$ cat config.mk
export PLATFORM = sky130hd
export DESIGN_NAME = mbox_top
export DESIGN_NICKNAME = d
export VERILOG_FILES = /design/src/rtl/mbox_pkg.sv /design/src/rtl/mbox_ring.sv /design/src/rtl/mbox_hctl.sv /design/src/rtl/mbox_top.sv
export SDC_FILE = /design/constraint.sdc
export NUM_CORES = 1
export LEC_CHECK = 0
export CORE_UTILIZATION = 55
export DETAILED_ROUTE_END_ITERATION = 12
export DONT_BUFFER_PORTS = 1
export PLACE_DENSITY = 0.7
export SLEW_MARGIN = 15
export SYNTH_ARGS = -nofsm -noshare
export SYNTH_HDL_FRONTEND = slang
export SYNTH_HIERARCHICAL = 1
export SYNTH_SLANG_ARGS = --single-unit
$ cat constraint.sdc
create_clock -name clk -period 11.2 [get_ports clk]
set_clock_uncertainty 0.2 [all_clocks]
set_input_delay 1.12 -clock clk [delete_from_list [all_inputs] [get_ports clk]]
set_output_delay 1.12 -clock clk [all_outputs]
set_load 0.01 [all_outputs]
$ cat src/rtl/mbox_pkg.sv
package mbox_pkg;

    localparam int PTR_W  = 8;
    localparam int SLOT_W = 32;

    typedef enum logic [1:0] {
        SEL_DN_WIN = 2'd0,
        SEL_HWORD  = 2'd1,
        SEL_UP_WIN = 2'd2,
        SEL_CWORD  = 2'd3
    } reg_sel_e;

    typedef struct packed {
        logic [PTR_W-1:0] depth;
        logic [PTR_W-1:0] wp;
        logic [PTR_W-1:0] rp;
        logic [1:0]       rsvd;
        logic             ovf;
        logic             rst;
        logic             ready;
        logic             ring;
        logic             stat;
        logic             en;
    } ctl_word_t;

    function automatic logic [SLOT_W-1:0] pack_word(
        input logic [PTR_W-1:0] depth,
        input logic [PTR_W-1:0] wp,
        input logic [PTR_W-1:0] rp,
        input logic             ovf,
        input logic             rst,
        input logic             ready,
        input logic             stat,
        input logic             en
    );
        ctl_word_t w;
        w.depth = depth;
        w.wp    = wp;
        w.rp    = rp;
        w.rsvd  = 2'b00;
        w.ovf   = ovf;
        w.rst   = rst;
        w.ready = ready;
        w.ring  = 1'b0;
        w.stat  = stat;
        w.en    = en;
        return w;
    endfunction

    function automatic bit depth_ok(input int d);
        return (d >= 2) && (d <= 128) && ((d & (d - 1)) == 0);
    endfunction

endpackage

$ cat src/rtl/mbox_ring.sv
module mbox_ring
    import mbox_pkg::*;
#(
    parameter int DEPTH = 8,
    parameter int WIDTH = 32
) (
    input  logic             clk,
    input  logic             rst,
    input  logic             flush,
    input  logic             push,
    input  logic [WIDTH-1:0] push_data,
    input  logic             pop,
    output logic [WIDTH-1:0] head,
    output logic [PTR_W-1:0] rp,
    output logic [PTR_W-1:0] wp,
    output logic [PTR_W-1:0] used,
    output logic             empty,
    output logic             full,
    output logic             drop
);
    localparam int IW = (DEPTH > 1) ? $clog2(DEPTH) : 1;
    localparam logic [PTR_W-1:0] DEPTH_P = PTR_W'(DEPTH);

    logic [WIDTH-1:0] mem [DEPTH];
    logic do_push, do_pop;

    assign used    = wp - rp;
    assign empty   = (used == '0);
    assign full    = (used == DEPTH_P);
    assign do_push = push && !full && !flush;
    assign do_pop  = pop && !empty && !flush;
    assign drop    = push && full && !flush;
    assign head    = mem[rp[IW-1:0]];

    always_ff @(posedge clk) begin
        if (rst || flush) begin
            rp <= '0;
            wp <= '0;
        end else begin
            if (do_push) wp <= wp + 1'b1;
            if (do_pop)  rp <= rp + 1'b1;
        end
    end

    always_ff @(posedge clk) begin
        if (do_push) mem[wp[IW-1:0]] <= push_data;
    end

endmodule

$ cat src/rtl/mbox_hctl.sv
module mbox_hctl
    import mbox_pkg::*;
(
    input  logic              clk,
    input  logic              rst,
    input  logic              word_wr,
    input  logic [SLOT_W-1:0] wdata,
    input  logic              ring_in,
    input  logic              ovf_evt,
    input  logic              db_clr,
    output logic              en_q,
    output logic              stat_q,
    output logic              ready_q,
    output logic              hrst_q,
    output logic              ovf_q,
    output logic              db_q
);
    ctl_word_t w;
    assign w = ctl_word_t'(wdata);

    always_ff @(posedge clk) begin
        if (rst) begin
            en_q    <= 1'b0;
            stat_q  <= 1'b0;
            ready_q <= 1'b0;
            hrst_q  <= 1'b0;
            ovf_q   <= 1'b0;
            db_q    <= 1'b0;
        end else begin
            if (word_wr) begin
                en_q    <= w.en;
                hrst_q  <= w.rst;
                ready_q <= w.rst ? 1'b0 : w.ready;
            end
            // set wins over write-one-to-clear
            stat_q <= ring_in || (stat_q && !(word_wr && w.stat));
            if (hrst_q)
                ovf_q <= 1'b0;
            else
                ovf_q <= ovf_evt || (ovf_q && !(word_wr && w.ovf));
            db_q <= (word_wr && w.ring) || (db_q && !db_clr);
        end
    end

endmodule

$ cat src/rtl/mbox_top.sv
module mbox_top
    import mbox_pkg::*;
#(
    parameter int DEPTH = 8
) (
    input  logic        clk,
    input  logic        rst,
    input  logic        h_wr_en,
    input  logic        h_rd_en,
    input  logic [3:0]  h_addr,
    input  logic [31:0] h_wdata,
    output logic [31:0] h_rdata,
    output logic        h_irq,
    input  logic        c_ready,
    input  logic        c_ring,
    input  logic        c_push,
    input  logic [31:0] c_push_data,
    output logic [7:0]  c_up_room,
    input  logic        c_pop,
    output logic        c_dn_valid,
    output logic [31:0] c_dn_data,
    output logic        c_db_pending,
    input  logic        c_db_clr
);
    localparam logic [PTR_W-1:0] DEPTH_P = PTR_W'(DEPTH);

    if (!depth_ok(DEPTH)) begin : g_bad_depth
        $error("mbox_top: DEPTH must be a power of two in 2..128");
    end

    reg_sel_e sel;
    logic wr_win, word_wr, rd_win;
    logic en_q, stat_q, ready_q, hrst_q, ovf_q, db_q;
    logic [SLOT_W-1:0] dn_head, up_head;
    logic [PTR_W-1:0]  dn_rp, dn_wp, dn_used, up_rp, up_wp, up_used;
    logic dn_empty, dn_full, dn_drop, up_empty, up_full, up_drop;

    assign sel     = reg_sel_e'(h_addr[3:2]);
    assign wr_win  = h_wr_en && (sel == SEL_DN_WIN);
    assign word_wr = h_wr_en && (sel == SEL_HWORD);
    assign rd_win  = h_rd_en && (sel == SEL_UP_WIN);

    mbox_hctl u_hctl (
        .clk     (clk),
        .rst     (rst),
        .word_wr (word_wr),
        .wdata   (h_wdata),
        .ring_in (c_ring),
        .ovf_evt (dn_drop),
        .db_clr  (c_db_clr),
        .en_q    (en_q),
        .stat_q  (stat_q),
        .ready_q (ready_q),
        .hrst_q  (hrst_q),
        .ovf_q   (ovf_q),
        .db_q    (db_q)
    );

    mbox_ring #(.DEPTH(DEPTH), .WIDTH(SLOT_W)) u_dn (
        .clk       (clk),
        .rst       (rst),
        .flush     (hrst_q),
        .push      (wr_win),
        .push_data (h_wdata),
        .pop       (c_pop),
        .head      (dn_head),
        .rp        (dn_rp),
        .wp        (dn_wp),
        .used      (dn_used),
        .empty     (dn_empty),
        .full      (dn_full),
        .drop      (dn_drop)
    );

    mbox_ring #(.DEPTH(DEPTH), .WIDTH(SLOT_W)) u_up (
        .clk       (clk),
        .rst       (rst),
        .flush     (hrst_q),
        .push      (c_push),
        .push_data (c_push_data),
        .pop       (rd_win),
        .head      (up_head),
        .rp        (up_rp),
        .wp        (up_wp),
        .used      (up_used),
        .empty     (up_empty),
        .full      (up_full),
        .drop      (up_drop)
    );

    always_ff @(posedge clk) begin
        if (rst) begin
            h_rdata <= '0;
        end else if (h_rd_en) begin
            unique case (sel)
                SEL_HWORD:  h_rdata <= pack_word(DEPTH_P, dn_wp, dn_rp, ovf_q,
                                                 hrst_q, ready_q, stat_q, en_q);
                SEL_UP_WIN: h_rdata <= (up_empty || hrst_q) ? '0 : up_head;
                SEL_CWORD:  h_rdata <= pack_word(DEPTH_P, up_wp, up_rp, 1'b0, 1'b0,
                                                 c_ready && !hrst_q, db_q, 1'b0);
                default:    h_rdata <= '0;
            endcase
        end
    end

    assign h_irq        = en_q && stat_q;
    assign c_up_room    = DEPTH_P - up_used;
    assign c_dn_valid   = !dn_empty && !hrst_q;
    assign c_dn_data    = dn_head;
    assign c_db_pending = db_q;

endmodule

; After elaboration in Yosys (flattened, before gate mapping)
; Memory sizes are Yosys's and may differ from the RTL's. A register that Yosys moved wholly into a read port is not among the register bits.
; Cells that the tools add are included.
[classes]
n_addsub = 7
mul = 0
n_div = 0
magnitude_cmp = 0
eq_ne = 5
shift = 0
mux = 11
bitwise_logic = 0
n_reduce_logical = 39
[ops]
columns = operator, count
row1 = one-hot mux 32 bit (3 select lines), 1
row2 = adder 8 x 1 -> 8 bit (second input constant), 4
row3 = two-way mux 32 bit, 1
row4 = logical AND 1 bit, 22
row5 = == test 8 x 4 -> 1 bit (second input constant), 2
row6 = logical NOT 8 bit, 2
row7 = subtractor 8 bit, 2
row8 = two-way mux 3 bit, 4
row9 = logical NOT 1 bit, 8
row10 = subtractor 4 x 8 -> 8 bit (first input constant), 1
row11 = logical OR 1 bit, 5
row12 = two-way mux 1 bit, 5
row13 = == test 2 bit (second input constant), 2
row14 = == test 2 x 1 -> 1 bit (second input constant), 1
row15 = logical NOT 2 bit, 1
row16 = OR reduction 2 bit, 1
[totals]
register_bits = 70
latch_bits = 0
ramBits = 512
rom_bits = 0
input_bits = 77
out_inout_bits = 75
word_cells = 75
memories = 2
[mem_list]
columns = memory, words, word_bits, read_ports, rd_clocked_by_memory_dff, wr, line_no
row1 = u_dn.mem, 8, 32, 1, 1, 1, mbox_ring.sv:24  ; logic [WIDTH-1:0] mem [DEPTH];
row2 = u_up.mem, 8, 32, 1, 1, 1, mbox_ring.sv:24

; Longest topological paths before layout
; Gate-level depths: netlist of the first run.
[logic_depth]
depth_word = 7
mapped_depth = 13
ltp_nobuf = 12

; Modules after synthesis
; The synthesis of the first run kept the hierarchy.
[by_module_without_submodules]
columns = module, n_inst, cells_per_inst, area_each_um2, seq_area_each_um2
row1 = mbox_ring (u_dn), 1, 534, 10945.5, 8067.7
row2 = mbox_ring (u_up), 1, 541, 10945.5, 8067.7
row3 = mbox_top, 1, 193, 1667.8, 640.6
row4 = mbox_hctl, 1, 23, 252.7, 120.1

; Least setup slack after synthesis of the first run
; OpenSTA, ideal clock, no wires.
[synth_timing]
path_type = register to register
start = register u_up.wp[0]
end = memory u_up.mem[0][0] (enable)
setup_time_ns = 0.501
arrival_time_ns = 5.319
required_ns = 10.499
path_slack_ns = 5.180
path_stages_with_launch = 12
n_path_buf = 1
period_less_slack_ns = 6.020
cell_sequence = dfxtp_1 -> inv_1 -> ha_1 -> inv_1 -> fa_1 -> a211oi_1 -> nor3_1 -> o2111ai_1 -> nand2b_2 -> o311ai_4 -> buf_4 -> nor4_1
[synth_via]
elab_chain_len = 7
[synth_lines]
columns = element, line_no
row1 = start: declaration, mbox_ring.sv:15  ; output logic [PTR_W-1:0] wp,
row2 = start signal: assignment, mbox_ring.sv:40  ; if (do_push) wp <= wp + 1'b1;
row3 = subtractor 8 bit, mbox_ring.sv:27  ; assign used = wp - rp;
row4 = == test 8 x 4 -> 1 bit, mbox_ring.sv:29  ; assign full = (used == DEPTH_P);
row5 = logical NOT 1 bit, mbox_ring.sv:30  ; assign do_push = push && !full && !flush;
row6 = logical AND 1 bit (2 in a row), mbox_ring.sv:30
row7 = two-way mux 1 bit, mbox_ring.sv:46  ; if (do_push) mem[wp[IW-1:0]] <= push_data;
row8 = two-way mux 1 bit (implied by the code), mbox_ring.sv:46
row9 = end: declaration, mbox_ring.sv:24
; Parallel ways exist; a longest one is shown, timed or not.

; Worst setup path in the final report of the first run
[layout_timing]
start = register u_up.wp[0]
end = output c_up_room[7]
[layout_via]
elab_chain_len = 2
[layout_lines]
columns = element, line_no
row1 = subtractor 8 bit, mbox_ring.sv:27
row2 = net up_used[6], mbox_top.sv:35  ; logic [PTR_W-1:0] dn_rp, dn_wp, dn_used, up_rp, up_wp, up_used;
row3 = subtractor 4 x 8 -> 8 bit, mbox_top.sv:107  ; assign c_up_room = DEPTH_P - up_used;
row4 = end: declaration, mbox_top.sv:18  ; output logic [7:0] c_up_room,
; The timed path passes the listed nets, and every way through them passes these cells.

==> metrics.csv, run 1 <==
metric;value;unit
status;finished clean;
final-hold-violation-count;0;
place_ws;7.119;ns
coreArea;42320;sq um
tns;0;ns
post_cts_buffers;0;
finalCriticalPeriod;4.724;ns
r2r-start;u_up/wp[0];
fin_nets;1404;
cap_violations;0;
routed_wl;47.94;mm
final_cells;1928;
die_width;209.9;um
synth_cells;1285;
wl_met3;3.278;mm
place.gp.congestion;0.8447;
clockBufferDepth;3;
clockRootBuffer;clkbuf_16;
io_buffers;0;
holdWs;0.2896;ns
final_common_cell;edfxtp_1;
ys_warn_count;6;
ant_nets;0;
critPathBufInv;2;
timing.reg2reg.setup_slack;7.08;ns
grt-ovfl-total;0;
timing.fmax;211.7;MHz
grt_pass1_wl;73.31;mm
slew_viol_final;0;
start_util;56.18;%
critPathSlowestCell;dfxtp_1;
cts_buffers;57;
area_delta_synth_final;10.52;%
cts.sinks;588;
hold_path_class;flop to flop;
wl_met2;23.41;mm
grt_pass1_vias;12167;
finalWorstSetupSlack;6.476;ns
post_cts_resized;0;
cts_tree;yes;
worstPathCellList;inv_1 -> ha_1 -> inv_1 -> fa_1 -> a211oi_1 -> nor2_1 -> o21a_1 -> nor2_1 -> xnor2_1 -> nor4_1 -> xnor2_1;
hold_buffers;0;
slew_headroom;27.90;%
worstRegToRegCells;11;
setup_viol_count_final;0;
avgRoutedWirePerCell;24.87;um
avgViaCountPerCell;6.051;
path_class;flop to output port;
worst_pin_slew;1.082;ns
antenna_found_initial;1;
endpoint_kind;output port;
p_leak;0.008150;uW
dpl_cell_area;24500;sq um
cp.required;9.88;ns
drive_gt1_share;27.06;%
whs_path_depth;2;
hold-path-endpoint;u_hctl/ready_q;
crit_path_start_kind;flop;
final_min_period_over_clock_period;42.18;%
p_per_area;189.1;nW/um^2
grt_max_degree;65;
routedLengthMet1;19.99;mm
syn_nets;1383;
hpwl;27.50;mm
vias;11667;
crit_path_max_incr_delay;0.42;ns
layout_common_cells;edfxtp_1, mux4_2, mux2_2, dfxtp_1, clkbuf_16;
cts.clk_slew.worst_paths;0.06;ns
synth_area;23780;sq um
drt_drc_violations_left;0;
arrival;3.40;ns
htreeDepth;2;
track_usage;22.46;%
timing.rr.end;u_up/mem[1][25];
drtIter0Drc;834;
crit_fanout;8;
worst_path_dominant_cell_family;adder cells;
die_y;209.9;um
highest_layer;met4;
hp-start;u_hctl/ready_q;
drtPass1Iterations;5;
worst_skew_pair.late_latency;0.60;ns
syn_area_per_cell;18.50;sq um
dp_cells;1823;
ir_drop;134.9;uV
io_pins;152;
rows;75;
stdcell_area;26280;sq um
dieArea;44060;sq um
rsz0062_at_grt;no;
[per-layer routing]
layer	GRT usage [%]	vias to the layer above
met1	30.03	6031
met5	0	-
met4	8.155	0
li1	-	5215
met3	5.088	82
met2	36.43	339
[tightest hold or removal path, stage by stage (launching register included)]
cell	delay (ns)
dfxtp_1	0.34
nand2b_4	0.07
a21oi_2	0.04
[flip-flops by register name (all words and copies together) (netlist names), 8 cells and up, named ones only]
| signal | count |
|---|---|
| h_rdata | 32 |
| u_dn/wp | 8 |
| u_dn/mem | 256 |
| u_dn/rp | 8 |
| u_up/rp | 8 |
| u_up/mem | 256 |
| u_up/wp | 8 |
[area by class of cell]
class / instances / area (sq um)
Fill cell: 2945 / 16050
Clock buffer: 71 / 1499
Tap cell: 577 / 721.9
Clock inverter: 31 / 271.5
Inverter: 34 / 127.6
Timing Repair Buffer: 24 / 177.7
Antenna cell: 2 / 5.005
Multi-Input combinational cell: 601 / 6565
Sequential cell: 588 / 16910
[worst max path at each step]
stage / from / cells after the start / end / slack [ns]
after detailed placement: u_up/wp[0] / 11 / c_up_room[7] / 7.12
final: u_up/wp[0] / 11 / c_up_room[7] / 6.48
after floorplan: u_up/wp[0] / 11 / u_up/mem[0][0] / 5.23
after global placement: u_up/wp[0] / 11 / c_up_room[7] / 7.14
after global routing: u_up/wp[0] / 11 / c_up_room[7] / 6.30
after CTS: u_up/wp[0] / 11 / c_up_room[7] / 6.43
[report_power, final]
| part | total (uW) | leakage [uW] | switching [uW] | internal (uW) |
|---|---|---|---|---|
| clock | 1820 | 0.000858 | 784 | 1040 |
| combinational | 638 | 0.00204 | 331 | 306 |
| sequential | 2510 | 0.00525 | 63.3 | 2450 |
| total | 4970 | 0.00815 | 1180 | 3790 |
[per-stage QoR]
step	utilization [%]	power (uW)
6_report	62.09	4969
2_1_floorplan	-	3071
4_1_cts	62.06	5022
5_1_grt	62.09	5139
3_3_place_gp	57.88	3196
3_5_place_dp	57.88	3205
Note: power is estimated with default switching activity, not from simulation.
==> run 2, diff against run 1 <==
Settings changed: PLACE_DENSITY 0.7 to 0.73.
Clock period 11.2 ns to 4.1 ns, I/O delays scaled along.
==> metrics.csv, run 2 (synthesis results as in run 1) <==
metric;value;unit
status;finished clean;
p_sw;3322;uW
drtIter0Drc;873;
combPwrFrac;15.0;%
final_core_util;64.96;%
power.share.clock;35.1;%
timing.fmax;258.4;MHz
vias;12258;
grt_max_degree;41;
final_min_period_over_clock_period;94.39;%
cts_buffers;55;
die_width;209.9;um
holdWs;0.02519;ns
coreArea;42320;sq um
finalCriticalPeriod;3.870;ns
grt_pass1_wl;76.08;mm
p_leak;0.008662;uW
internal-power;10340;uW
slew_viol_final;0;
worst_skew_pair.late_latency;0.62;ns
track_usage;23.34;%
slew_headroom;28.79;%
cts.sinks;588;
clockRootBuffer;clkbuf_16;
cap_violations;0;
r2r-start;u_up/rp[0];
grt-ovfl-total;0;
final_cells;2039;
whs_path_depth;4;
setup_viol_count_final;0;
htreeDepth;2;
ant_nets;0;
grt_pass1_vias;12664;
io_buffers;0;
antenna_found_initial;8;
start_util;56.18;%
worstRegToRegCells;15;
drive_gt1_share;26.79;%
p_per_area;496.9;nW/um^2
avgRoutedWirePerCell;24.50;um
dp_cells;1844;
routed_wl;49.96;mm
post_cts_resized;0;
cts_tree;yes;
crit_fanout;25;
hpwl;29.53;mm
hold-path-endpoint;u_dn/rp[5];
timing.reg2reg.setup_slack;0.23;ns
endpoint_kind;flop;
layout_common_cells;edfxtp_1, mux4_2, mux2_2, dlygate4sd3_1, dfxtp_1;
ir_drop;417.9;uV
final_common_cell;edfxtp_1;
rows;75;
drtPass1Iterations;5;
clockBufferDepth;3;
cts.clk_slew.worst_paths;0.06;ns
dpl_cell_area;24900;sq um
dieArea;44060;sq um
crit_path_start_kind;flop;
avgViaCountPerCell;6.012;
rsz0062_at_grt;no;
path_class;flop to flop;
area_delta_synth_final;15.64;%
hold_path_class;primary input to flop;
switching_share;24.31;%
die_y;209.9;um
timing.rr.end;h_rdata[23];
fin_nets;1509;
final-hold-violation-count;0;
seqPwrFrac;49.9;%
cp.required;4.36;ns
place.gp.congestion;0.8518;
drt_drc_violations_left;0;
stdcell_area;27490;sq um
io_pins;152;
hp-start;c_pop;
arrival;4.13;ns
worst_pin_slew;1.068;ns
run 2: cell count changes in the layout (fill, tap and decap cells not counted), moves of 4 or more:
| cell | delta |
|---|---|
| clkbuf_8 | +4 |
| clkbuf_1 | +4 |
| buf_12 | +16 |
| dlygate4sd3_1 | +80 |
| buf_4 | +12 |
| diode_2 | +4 |
| nor4_4 | +8 |
| nor4_2 | -8 |
run 2: power groups by stage:
stage / Combinational (uW) / Sequential (uW) / Clock [uW]
finish: 2050 / 6820 / 4790
global route: 2200 / 6840 / 5110
CTS: 2060 / 6830 / 4880
detailed placement: 1900 / 6960 / 0
global placement: 1880 / 6950 / 0
floorplan: 1530 / 6860 / 0
run 2: critical path, stage by stage, from the launching register on:
cell and delay, ns:
dfxtp_1 0.42, ha_1 0.21, inv_1 0.06, fa_1 0.40, a211oi_1 0.37, o21ba_1 0.22, o2111ai_1 0.12, nand2b_2 0.23
buf_4 0.19, nor3_2 0.26, nor4b_4 0.08, buf_4 0.21, buf_4 0.15, buf_12 0.16, a22oi_1 0.32, o21ai_0 0.11
run 2: worst max path at each step:
stage | start | end | slack, ns | cells after the start
2_1_floorplan | u_dn/wp[0] | u_dn/mem[1][0] | -0.66 | 11
6_report | u_up/rp[0] | h_rdata[23] | 0.23 | 15
3_5_place_dp | u_up/rp[0] | u_up/mem[5][7] | 0.21 | 11
4_1_cts | u_up/rp[0] | h_rdata[30] | 0.12 | 13
5_1_grt | u_up/rp[0] | h_rdata[18] | 0.02 | 15
3_3_place_gp | u_up/rp[0] | u_up/mem[5][28] | 0.26 | 11
run 2: through the flow:
step           TNS [ns]  setup slack, ns  power [uW]
3_3_place_gp          0           0.2640        8832
2_1_floorplan   -212.39          -0.6644        8392
3_5_place_dp          0           0.2074        8863
6_report              0           0.2301       13660
5_1_grt               0          0.02419       14150
4_1_cts               0           0.1207       13770
run 2: repair_timing:
item,CTS,global route
setup endpoints to repair,0,18
endpoints found under the hold margin,575,0
hold buffers,82,0
setup buffers,0,5
run 2: routing by layer:
metal | part of all wire (%) | track usage, % | vias to the layer above | wire (um)
met4 | 3.2 | 9.414 | 6 | 1603
met2 | 50 | 38.63 | 417 | 24960
met3 | 6.7 | 4.983 | 106 | 3351
met5 | 0.070 | 0 | - | 35
met1 | 40 | 30.33 | 6287 | 20010
li1 | - | - | 5442 | -
run 2: cell type report:
type | instances | area [sq um]
clock inverter | 24 | 157.7
multi-input combinational | 601 | 6635
timing repair buffer | 131 | 1384
inverter | 34 | 127.6
fill | 2834 | 14830
antenna | 6 | 15.01
tap | 577 | 721.9
sequential | 588 | 16910
clock buffer | 78 | 1544
==> run 3, diff against run 2 <==
Settings changed: ABC_AREA from default to 1.
==> metrics.csv, run 3 <==
metric;value;unit
rows;77;
timing.fmax;262.9;MHz
path_common_cell;nand2_1;
fin_nets;2347;
coreArea;44220;sq um
hold_path_class;primary input to flop;
internal-power;10010;uW
path_class;flop to flop;
finalCriticalPeriod;3.803;ns
io_pins;152;
worstRegToRegCells;18;
critPathBufInv;5;
synth_cells;2197;
cts.sinks;588;
dieArea;45620;sq um
final_min_period_over_clock_period;92.77;%
avgRoutedWirePerCell;19.20;um
clockBufferDepth;3;
fillers;3262;
timing.reg2reg.setup_slack;0.30;ns
hpwl;31.91;mm
syn_nets;2295;
critPathSlowestCell;dlygate4sd3_1;
drive_gt1_share;9.107;%
worst_skew_pair.late_latency;0.60;ns
setup_viol_count_final;0;
hold-path-endpoint;h_rdata[11];
combPwrFrac;11.5;%
vias;16418;
routed_wl;55.55;mm
ys_warn_count;6;
multiInputGateArea;6887;sq um
area_delta_synth_final;13.76;%
place_ws;0.6686;ns
final_common_cell;edfxtp_1;
place.gp.congestion;0.9183;
rsz0062_at_grt;no;
worst_path_dominant_cell_family;buffers and inverters;
layout_common_cells;edfxtp_1, nor2_1, o21ai_0, nand2_1, inv_1;
arrival;4.13;ns
seqPwrFrac;50.6;%
track_usage;24.34;%
cts_buffers;56;
slew_viol_final;0;
syn_area_per_cell;11.21;sq um
crit_path_max_incr_delay;0.58;ns
cts.clk_slew.worst_paths;0.06;ns
grt_max_degree;129;
worst_pin_slew;1.215;ns
htreeDepth;2;
grt_pass1_wl;84.85;mm
io_buffers;0;
die_width;213.6;um
p_per_area;474.0;nW/um^2
drtPass1Iterations;5;
crit_fanout;14;
ant_nets;0;
drt_drc_violations_left;0;
holdWs;0.02325;ns
r2r-start;u_up/wp[0];
ir_drop;392.7;uV
whs_path_depth;4;
cp.required;4.43;ns
slew_headroom;18.74;%
regArea;16910;sq um
finalWorstSetupSlack;0.2965;ns
endpoint_kind;flop;
tns;0;ns
timing.rr.end;h_rdata[3];
start_util;55.68;%
avgViaCountPerCell;5.675;
synth_area;24620;sq um
worstPathCellList;clkinv_1 -> ha_1 -> inv_1 -> fa_1 -> nand2_1 -> nand3_2 -> nand2_1 -> xnor2_2 -> nor2_4 -> nand3_4 -> inv_1 -> nor2_4 -> buf_4 -> nand3_1 -> nand3_1 -> nand2_1 -> dlygate4sd3_1 -> a21oi_2;
status;finished clean;
clockRootBuffer;clkbuf_16;
grt_pass1_vias;15505;
power.share.clock;37.9;%
antenna_found_initial;7;
hp-start;h_addr[2];
p_leak;0.009766;uW
grt-ovfl-total;0;
cts_tree;yes;
die_y;213.6;um
cap_violations;0;
p_sw;3272;uW
post_cts_resized;0;
final-hold-violation-count;0;
switching_share;24.64;%
crit_path_start_kind;flop;
p_total;13280;uW
drtIter0Drc;1184;
[run 3: changes by cell type in the layout (fill, tap and decap cells not counted), sizes merged, moves of 20 or more]
cell,change
mux4,-128
nand2b,-20
mux2,-81
a21oi,+29
a22oi,-20
a31oi,+66
nor2,+488
o21ai,+244
nand2,+169
o22ai,+64
inv,+60
nand3,+63
[run 3: cell type report]
cell class / instances / share of cell area [%]
Antenna cell: 6 / 0.05360
Clock buffer: 76 / 5.490
Clock inverter: 28 / 0.9246
Inverter: 96 / 1.291
Multi-Input combinational cell: 1388 / 24.59
Sequential cell: 588 / 60.36
Tap cell: 592 / 2.644
Timing Repair Buffer: 119 / 4.654
[run 3: power groups by stage]
stage | clock [uW] | combinational, uW | sequential [uW]
after global placement | 0 | 1320 | 6840
after CTS | 5100 | 1500 | 6710
after global routing | 5330 | 1700 | 6720
after floorplan | 0 | 1060 | 6820
after detailed placement | 0 | 1350 | 6840
final | 5030 | 1530 | 6710
[run 3: tightest hold or removal path, cell delays in order]
cell	delay, ns
nand3_1	0.05
nand2_1	0.10
o21ai_1	0.11
a21oi_1	0.12
[run 3: stage by stage]
stage	utilization, %	cells	cell area (sq um)
after floorplan	-	2197	24630
after global placement	57.31	2697	25340
after detailed placement	57.31	2697	25340
after CTS	63.21	2881	27950
after global routing	63.34	2893	28010
final	63.34	2893	28010
[run 3: how the worst max path moves through the flow]
stage / from / to / cells past startpoint
final: u_up/wp[0] / h_rdata[3] / 18
after global routing: u_up/wp[0] / h_rdata[3] / 18
after CTS: u_up/wp[0] / h_rdata[15] / 17
after detailed placement: u_dn/wp[0] / u_dn/mem[1][13] / 15
after global placement: u_dn/wp[0] / u_dn/mem[1][14] / 15
after floorplan: u_up/wp[0] / u_up/mem[5][0] / 13
[run 3: per-layer routing]
metal | GRT usage [%] | vias up | routed length, um
met3 | 5.199 | 118 | 3686
met1 | 30.69 | 7968 | 22520
li1 | - | 7863 | -
met5 | 0 | - | 21
met2 | 41.40 | 465 | 27690
met4 | 8.990 | 4 | 1624
[run 3: repair_timing]
item | CTS | global route
hold buffers | 80 | 0
endpoints found under the setup margin | 0 | 1
setup buffers | 0 | 6
hold endpoints to repair | 574 | 0
